## config.mk

```make
export PLATFORM = sky130hd
export DESIGN_NAME = nib_stack_seq
export DESIGN_NICKNAME = d
export VERILOG_FILES = /design/src/rtl/nsq_pkg.sv /design/src/rtl/nsq_sp_reg.sv /design/src/rtl/nsq_nib_split.sv /design/src/rtl/nib_stack_seq.sv
export SDC_FILE = /design/constraint.sdc
export NUM_CORES = 1
export LEC_CHECK = 0
export BUFFER_PORTS_ARGS = -buffer_cell sky130_fd_sc_hd__buf_2
export CORE_MARGIN = 8
export CORE_UTILIZATION = 55
export CTS_CLUSTER_DIAMETER = 100
export DETAILED_ROUTE_END_ITERATION = 6
export PLACE_DENSITY = 0.81
export SLEW_MARGIN = 20
export SYNTH_ARGS = -nofsm -noshare
export SYNTH_HDL_FRONTEND = slang
export SYNTH_SLANG_ARGS = --single-unit
```

## constraint.sdc

```tcl
create_clock -name clk -period 2.8 [get_ports clk]
set_input_delay 0 -clock clk [delete_from_list [all_inputs] [get_ports clk]]
set_output_delay 0 -clock clk [all_outputs]
set_load 0.05 [all_outputs]
```

## src/rtl/nsq_pkg.sv

```systemverilog
package nsq_pkg;

    typedef enum logic [1:0] {
        SEQ_IDLE = 2'd0,
        SEQ_SAVE = 2'd1,
        SEQ_LOAD = 2'd2
    } seq_mode_e;

endpackage

```

## src/rtl/nsq_sp_reg.sv

```systemverilog
module nsq_sp_reg #(
    parameter int          SP_W     = 8,
    parameter logic [SP_W-1:0] SP_RESET = '0
) (
    input  logic            clk,
    input  logic            rst_n,
    input  logic            dec_en,
    input  logic            inc_en,
    output logic [SP_W-1:0] sp_q
);

    logic [SP_W-1:0] sp_d;

    always_comb begin
        sp_d = sp_q;
        if (dec_en)
            sp_d = sp_q - SP_W'(1);
        else if (inc_en)
            sp_d = sp_q + SP_W'(1);
    end

    always_ff @(posedge clk or negedge rst_n) begin
        if (!rst_n)
            sp_q <= SP_RESET;
        else
            sp_q <= sp_d;
    end

    // pointer only moves when asked
    p_sp_hold_r7: assert property (@(posedge clk) disable iff (!rst_n)
        !(dec_en || inc_en) |=> $stable(sp_q));

    // never both directions at once
    p_sp_one_dir_r10: assert property (@(posedge clk) disable iff (!rst_n)
        $onehot0({dec_en, inc_en}));

endmodule

```

## src/rtl/nsq_nib_split.sv

```systemverilog
module nsq_nib_split #(
    parameter int NIB_W   = 4,
    parameter int NIBBLES = 3,
    parameter int STEP_W  = 2
) (
    input  logic [NIBBLES*NIB_W-1:0] word,
    input  logic [STEP_W-1:0]        step,
    output logic [NIB_W-1:0]         nib
);

    // lane k holds the nibble emitted at step k: most significant first
    logic [NIB_W-1:0] lane [NIBBLES];

    for (genvar k = 0; k < NIBBLES; k++) begin : g_lane
        assign lane[k] = word[(NIBBLES-1-k)*NIB_W +: NIB_W];
    end

    always_comb begin
        nib = '0;
        for (int k = 0; k < NIBBLES; k++) begin
            if (step == STEP_W'(k))
                nib = lane[k];
        end
    end

endmodule

```

## src/rtl/nib_stack_seq.sv

```systemverilog
module nib_stack_seq
    import nsq_pkg::*;
#(
    parameter int              PC_W     = 13,
    parameter int              NIB_W    = 4,
    parameter int              SP_W     = 8,
    parameter int              MEM_W    = 8,
    parameter logic [SP_W-1:0] SP_RESET = '0
) (
    input  logic             clk,
    input  logic             rst_n,
    input  logic             push_req,
    input  logic             pop_req,
    input  logic [PC_W-1:0]  pc_in,
    input  logic [MEM_W-1:0] mem_rdata,
    output logic [SP_W-1:0]  mem_addr,
    output logic [NIB_W-1:0] mem_wdata,
    output logic             mem_we,
    output logic [PC_W-1:0]  pc_out,
    output logic             done
);

    localparam int NIBBLES = (PC_W - 1) / NIB_W;
    localparam int STEP_W  = (NIBBLES > 1) ? $clog2(NIBBLES) : 1;
    localparam int BANK    = PC_W - 1;
    localparam logic [STEP_W-1:0] LAST_STEP = STEP_W'(NIBBLES - 1);

    typedef struct packed {
        seq_mode_e         mode;
        logic [STEP_W-1:0] step;
        logic [PC_W-1:0]   hold;
        logic [PC_W-1:0]   pc_out;
        logic              done;
    } seq_state_t;

    seq_state_t s_d, s_q;

    logic [SP_W-1:0]  sp_q;
    logic [NIB_W-1:0] save_nib;
    logic [NIB_W-1:0] rd_nib;
    logic             saving, loading;

    assign saving  = (s_q.mode == SEQ_SAVE);
    assign loading = (s_q.mode == SEQ_LOAD);
    assign rd_nib  = NIB_W'(mem_rdata);

    nsq_sp_reg #(
        .SP_W     (SP_W),
        .SP_RESET (SP_RESET)
    ) u_sp (
        .clk    (clk),
        .rst_n  (rst_n),
        .dec_en (saving),
        .inc_en (loading),
        .sp_q   (sp_q)
    );

    nsq_nib_split #(
        .NIB_W   (NIB_W),
        .NIBBLES (NIBBLES),
        .STEP_W  (STEP_W)
    ) u_split (
        .word (s_q.hold[NIBBLES*NIB_W-1:0]),
        .step (s_q.step),
        .nib  (save_nib)
    );

    // memory side: pre-decremented address on save, current pointer on load
    assign mem_addr  = saving ? (sp_q - SP_W'(1)) : sp_q;
    assign mem_wdata = saving ? save_nib : '0;
    assign mem_we    = saving;
    assign pc_out    = s_q.pc_out;
    assign done      = s_q.done;

    always_comb begin
        s_d      = s_q;
        s_d.done = 1'b0;
        unique case (s_q.mode)
            SEQ_IDLE: begin
                s_d.step = '0;
                if (push_req) begin
                    s_d.mode = SEQ_SAVE;
                    s_d.hold = pc_in;
                end else if (pop_req) begin
                    s_d.mode       = SEQ_LOAD;
                    s_d.hold       = '0;
                    s_d.hold[BANK] = pc_in[BANK];
                end
            end
            SEQ_SAVE: begin
                s_d.step = s_q.step + STEP_W'(1);
                if (s_q.step == LAST_STEP) begin
                    s_d.mode = SEQ_IDLE;
                    s_d.step = '0;
                    s_d.done = 1'b1;
                end
            end
            SEQ_LOAD: begin
                for (int k = 0; k < NIBBLES; k++) begin
                    if (s_q.step == STEP_W'(k))
                        s_d.hold[k*NIB_W +: NIB_W] = rd_nib;
                end
                s_d.step = s_q.step + STEP_W'(1);
                if (s_q.step == LAST_STEP) begin
                    s_d.mode   = SEQ_IDLE;
                    s_d.step   = '0;
                    s_d.done   = 1'b1;
                    s_d.pc_out = s_d.hold;
                end
            end
            default: begin
                s_d.mode = SEQ_IDLE;
                s_d.step = '0;
            end
        endcase
    end

    always_ff @(posedge clk or negedge rst_n) begin
        if (!rst_n) begin
            s_q.mode   <= SEQ_IDLE;
            s_q.step   <= '0;
            s_q.hold   <= '0;
            s_q.pc_out <= '0;
            s_q.done   <= 1'b0;
        end else begin
            s_q <= s_d;
        end
    end

    // each write lands where the pointer ends up
    p_write_predec_r2: assert property (@(posedge clk) disable iff (!rst_n)
        mem_we |=> (sp_q == $past(mem_addr)));

    // each restore read is followed by a pointer increment
    p_read_postinc_r4: assert property (@(posedge clk) disable iff (!rst_n)
        loading |=> (sp_q == $past(sp_q) + SP_W'(1)));

    // captured bank bit is not disturbed during a restore
    p_bank_stable_r6: assert property (@(posedge clk) disable iff (!rst_n)
        loading |=> $stable(s_q.hold[BANK]));

    // done is a single-cycle strobe
    p_done_pulse_r8: assert property (@(posedge clk) disable iff (!rst_n)
        done |=> !done);

    // done follows the final nibble cycle
    p_done_after_last_r8: assert property (@(posedge clk) disable iff (!rst_n)
        $rose(done) |-> ($past(s_q.mode) != SEQ_IDLE) && ($past(s_q.step) == LAST_STEP));

    // a running sequence is never restarted
    p_no_restart_r9: assert property (@(posedge clk) disable iff (!rst_n)
        (s_q.mode != SEQ_IDLE && s_q.step != LAST_STEP) |=> $stable(s_q.mode));

    // save never alters the restored counter
    p_save_keeps_pc_r8: assert property (@(posedge clk) disable iff (!rst_n)
        saving |=> $stable(pc_out));

endmodule

```

==> metrics.yaml <==
status:
  status: "finished, final reports clean"
pwr:
  power_density_nw_per_um2: 1299
  irDropWorstVdd_uv: 652.7
  p_leak_nw: 1.270
flow_run:
  cap_viol_max_count: 0
cts:
  postCtsSetupBuffers: 0
  clk_pin_slew_worst_paths_ns: 0.07
  clkSinkCount: 39
  cts-buffers-inserted: 5
  post_cts_resized: 0
  clock-root-buffer: "clkbuf_8"
  insertion_delay_ns: 0.29
  cts_max_level: 2
  cts_tree: "done"
  cts_buffer_depth: 2
global_route:
  grt_usage: 0.1703
  grt_pass1_vias: 1849
  use_met2: 0.2894
  grt_max_degree: 40
  use_met1: 0.1956
  grt_pass1_wl_mm: 8.687
  overflow: 0
  use_met3: 0.04955
  grt.busiest_layer: "met2"
  antenna_found_initial: 0
final_layout:
  areaGrowthSynthToFinish_pct: 14.99
  fin_nets: 294
  seq_area_um2: 975.9
  fill_cells: 339
  finish.utilization: 0.6503
  final_area_um2: 2582
  multiInputGateArea_um2: 1069
  antennaDiodeCount: 0
  drive_above_1_share: 0.3053
sta:
  hold_viol_final: 0
  worst_pin_slew_ns: 0.8642
  slew_viol_final: 0
  layout_min_cycle_time_ns: 2.306
  setup_tns_ns: 0
  skew_ns: 0.003710
  rsz0062_at_grt: "no"
  max_freq_ghz: 0.4337
  final-setup-viol-count: 0
  fin_crit_sh: 0.8235
  max_slew_margin: 0.4238
synthesis:
  synth-seq-cells: 39
  synthFlopType: "dfrtp_1"
  syn_inst: 222
  synthesis.area_um2: 2246
  ys.warnings.count: 0
  synth.net_count: 255
  async_reset_ff_frac: 1.000
  yosysSeqAreaShare: 0.4345
  synth_edf_count: 0
  synth_cell_types: 34
  syn_avg_cell_area_um2: 10.12
placement:
  port-buffer-count: 47
  finalWeightedCongestion: 0.7803
  post_dp_cell_area_um2: 2395
  dp_hpwl_mm: 3.618
floorplan:
  die-area_um2: 6384
  fp-row-count: 23
  ios: 52
  die_w_um: 79.90
  coreArea_um2: 3971
  initial_utilization: 0.5655
  die_h_um: 79.90
critical_path:
  cp-end-kind: "output pin"
  crit_path_start_kind: "flip-flop"
  crit_path_cell_trace: "inv_1 -> ha_1 -> nor4b_4 -> and4bb_2 -> xor2_1 -> buf_2"
  critPathTopFamily: "simple AND/OR/NAND/NOR gates"
  worstPathRequired_ns: 2.80
  critPathBufInv: 2
  cp_data_arrival_time_ns: 2.31
  slowest_delay_ns: 0.40
  cp_slowest_cell: "dfrtp_1"
  crit_fanout: 11
  worstSetupPathType: "flip-flop to output pin"
drt:
  drc: 0
  viasPerCell: 5.564
  drtIter0Drc: 86
  first_pass_iters: 4
  detail_route.wl_per_cell_um: 15.88
  postRouteAntennaNets: 0
  wl_mm: 4.955
  vias: 1736
min_path:
  hold_class: "input pin to flip-flop"
-- cell families after synthesis --
kind of cell / count (synthesis) / share of synthesized area
compound gates: 44 / 0.1287
xor+xnor: 13 / 0.05070
fa+ha+maj: 8 / 0.04457
buf+inv: 33 / 0.08969
flops: 39 / 0.4345
mux: 21 / 0.1047
simple gates: 64 / 0.1471
-- cells in the mapped netlist (3+ instances only) --
| master | instances | area, µm² |
|---|---|---|
| buf_6 | 3 | 33.78 |
| buf_4 | 14 | 105.1 |
| inv_1 | 8 | 30.03 |
| o21ai_0 | 14 | 70.07 |
| a21oi_1 | 6 | 30.03 |
| and3_1 | 3 | 18.77 |
| clkbuf_1 | 5 | 18.77 |
| xor2_1 | 4 | 35.03 |
| ha_1 | 8 | 100.1 |
| mux2_2 | 16 | 180.2 |
| mux2i_1 | 4 | 40.04 |
| a22oi_1 | 13 | 97.59 |
| xnor2_1 | 9 | 78.83 |
| nand2_1 | 28 | 105.1 |
| o2bb2ai_1 | 4 | 35.03 |
| nor2_1 | 20 | 75.07 |
| dfrtp_1 | 39 | 975.9 |
-- final timing paths --
path / to / depth (start not counted) / slack (ns) / startpoint
hold / removal: s_q[17]$_DFFE_PN0P_ / 3 / 0.02 / pc_in[3]
hold reg to reg: pc_out[10]$_DFFE_PN0P_ / 2 / 0.48 / pc_out[10]$_DFFE_PN0P_
min in group asynchronous: pc_out[6]$_DFFE_PN0P_ / 2 / 0.35 / rst_n
setup reg to reg: pc_out[6]$_DFFE_PN0P_ / 6 / 0.83 / s_q[29]$_DFFE_PN0P_
max in group asynchronous: s_q[29]$_DFFE_PN0P_ / 2 / 1.90 / rst_n
setup / recovery: mem_addr[7] / 6 / 0.49 / s_q[30]$_DFFE_PN0P_
-- registers in the layout, summed over array words and instances (netlist names) --
signal	flops
s_q	17
pc_out	13
u_sp.sp_q	8
done	1
-- timing repair --
| action | 4_1_cts | 5_1_grt |
|---|---|---|
| setup endpoints to repair | 0 | 0 |
| hold buffers | 7 | 0 |
| endpoints found under the hold margin | 45 | 0 |
-- power by group --
group          internal, mW  total [mW]  switching (mW)
clock network         0.288       0.484           0.195
logic                 0.595        1.82            1.23
registers             0.805        1.05           0.244
total                  1.69        3.35            1.67
-- final cells by class --
cell class | instances | share of cell area
multi-input cells | 150 | 0.4138
clock buffers | 6 | 0.03198
well taps | 50 | 0.02422
flip-flops and latches | 39 | 0.3779
clock inverters | 2 | 0.01357
inverters | 8 | 0.01163
repair buffers | 57 | 0.1269
-- routing by layer --
layer  vias up  share of wire  routed length, µm
li1        832              -                  -
met1       850           0.43               2113
met2        44           0.51               2510
met3        10          0.047                235
met4         0          0.019                 96
met5         -              0                  0
-- placed cells by master, fill, tap and decap left out, drive strengths merged, types with 3 or more instances in the layout --
cell / instances
a21oi: 6
a22oi: 13
and3: 3
buf: 50
clkbuf: 6
dfrtp: 39
dlygate4sd3: 7
ha: 8
inv: 8
mux2: 17
mux2i: 4
nand2: 28
nor2: 20
o21ai: 14
o2bb2ai: 4
xnor2: 9
xor2: 4
-- through the flow --
stage / cells / total power, mW / setup WS, ns / hold WS, ns
floorplan: 222 / 2.617 / 0.2658 / -0.2956
global placement: 297 / 2.821 / 0.9005 / 0.1655
detailed placement: 297 / 2.882 / 0.8226 / 0.1679
CTS: 312 / 3.382 / 0.4976 / 0.003929
global route: 312 / 3.585 / 0.3000 / 0.04489
finish: 312 / 3.354 / 0.4941 / 0.01678
-- worst register-to-register path, stage by stage (launching register included) --
cell,delay (ns)
dfrtp_1,0.42
inv_1,0.12
ha_1,0.15
buf_4,0.20
and2_1,0.38
buf_4,0.26
mux2_2,0.34
Note: power is estimated with default switching activity, not from simulation.
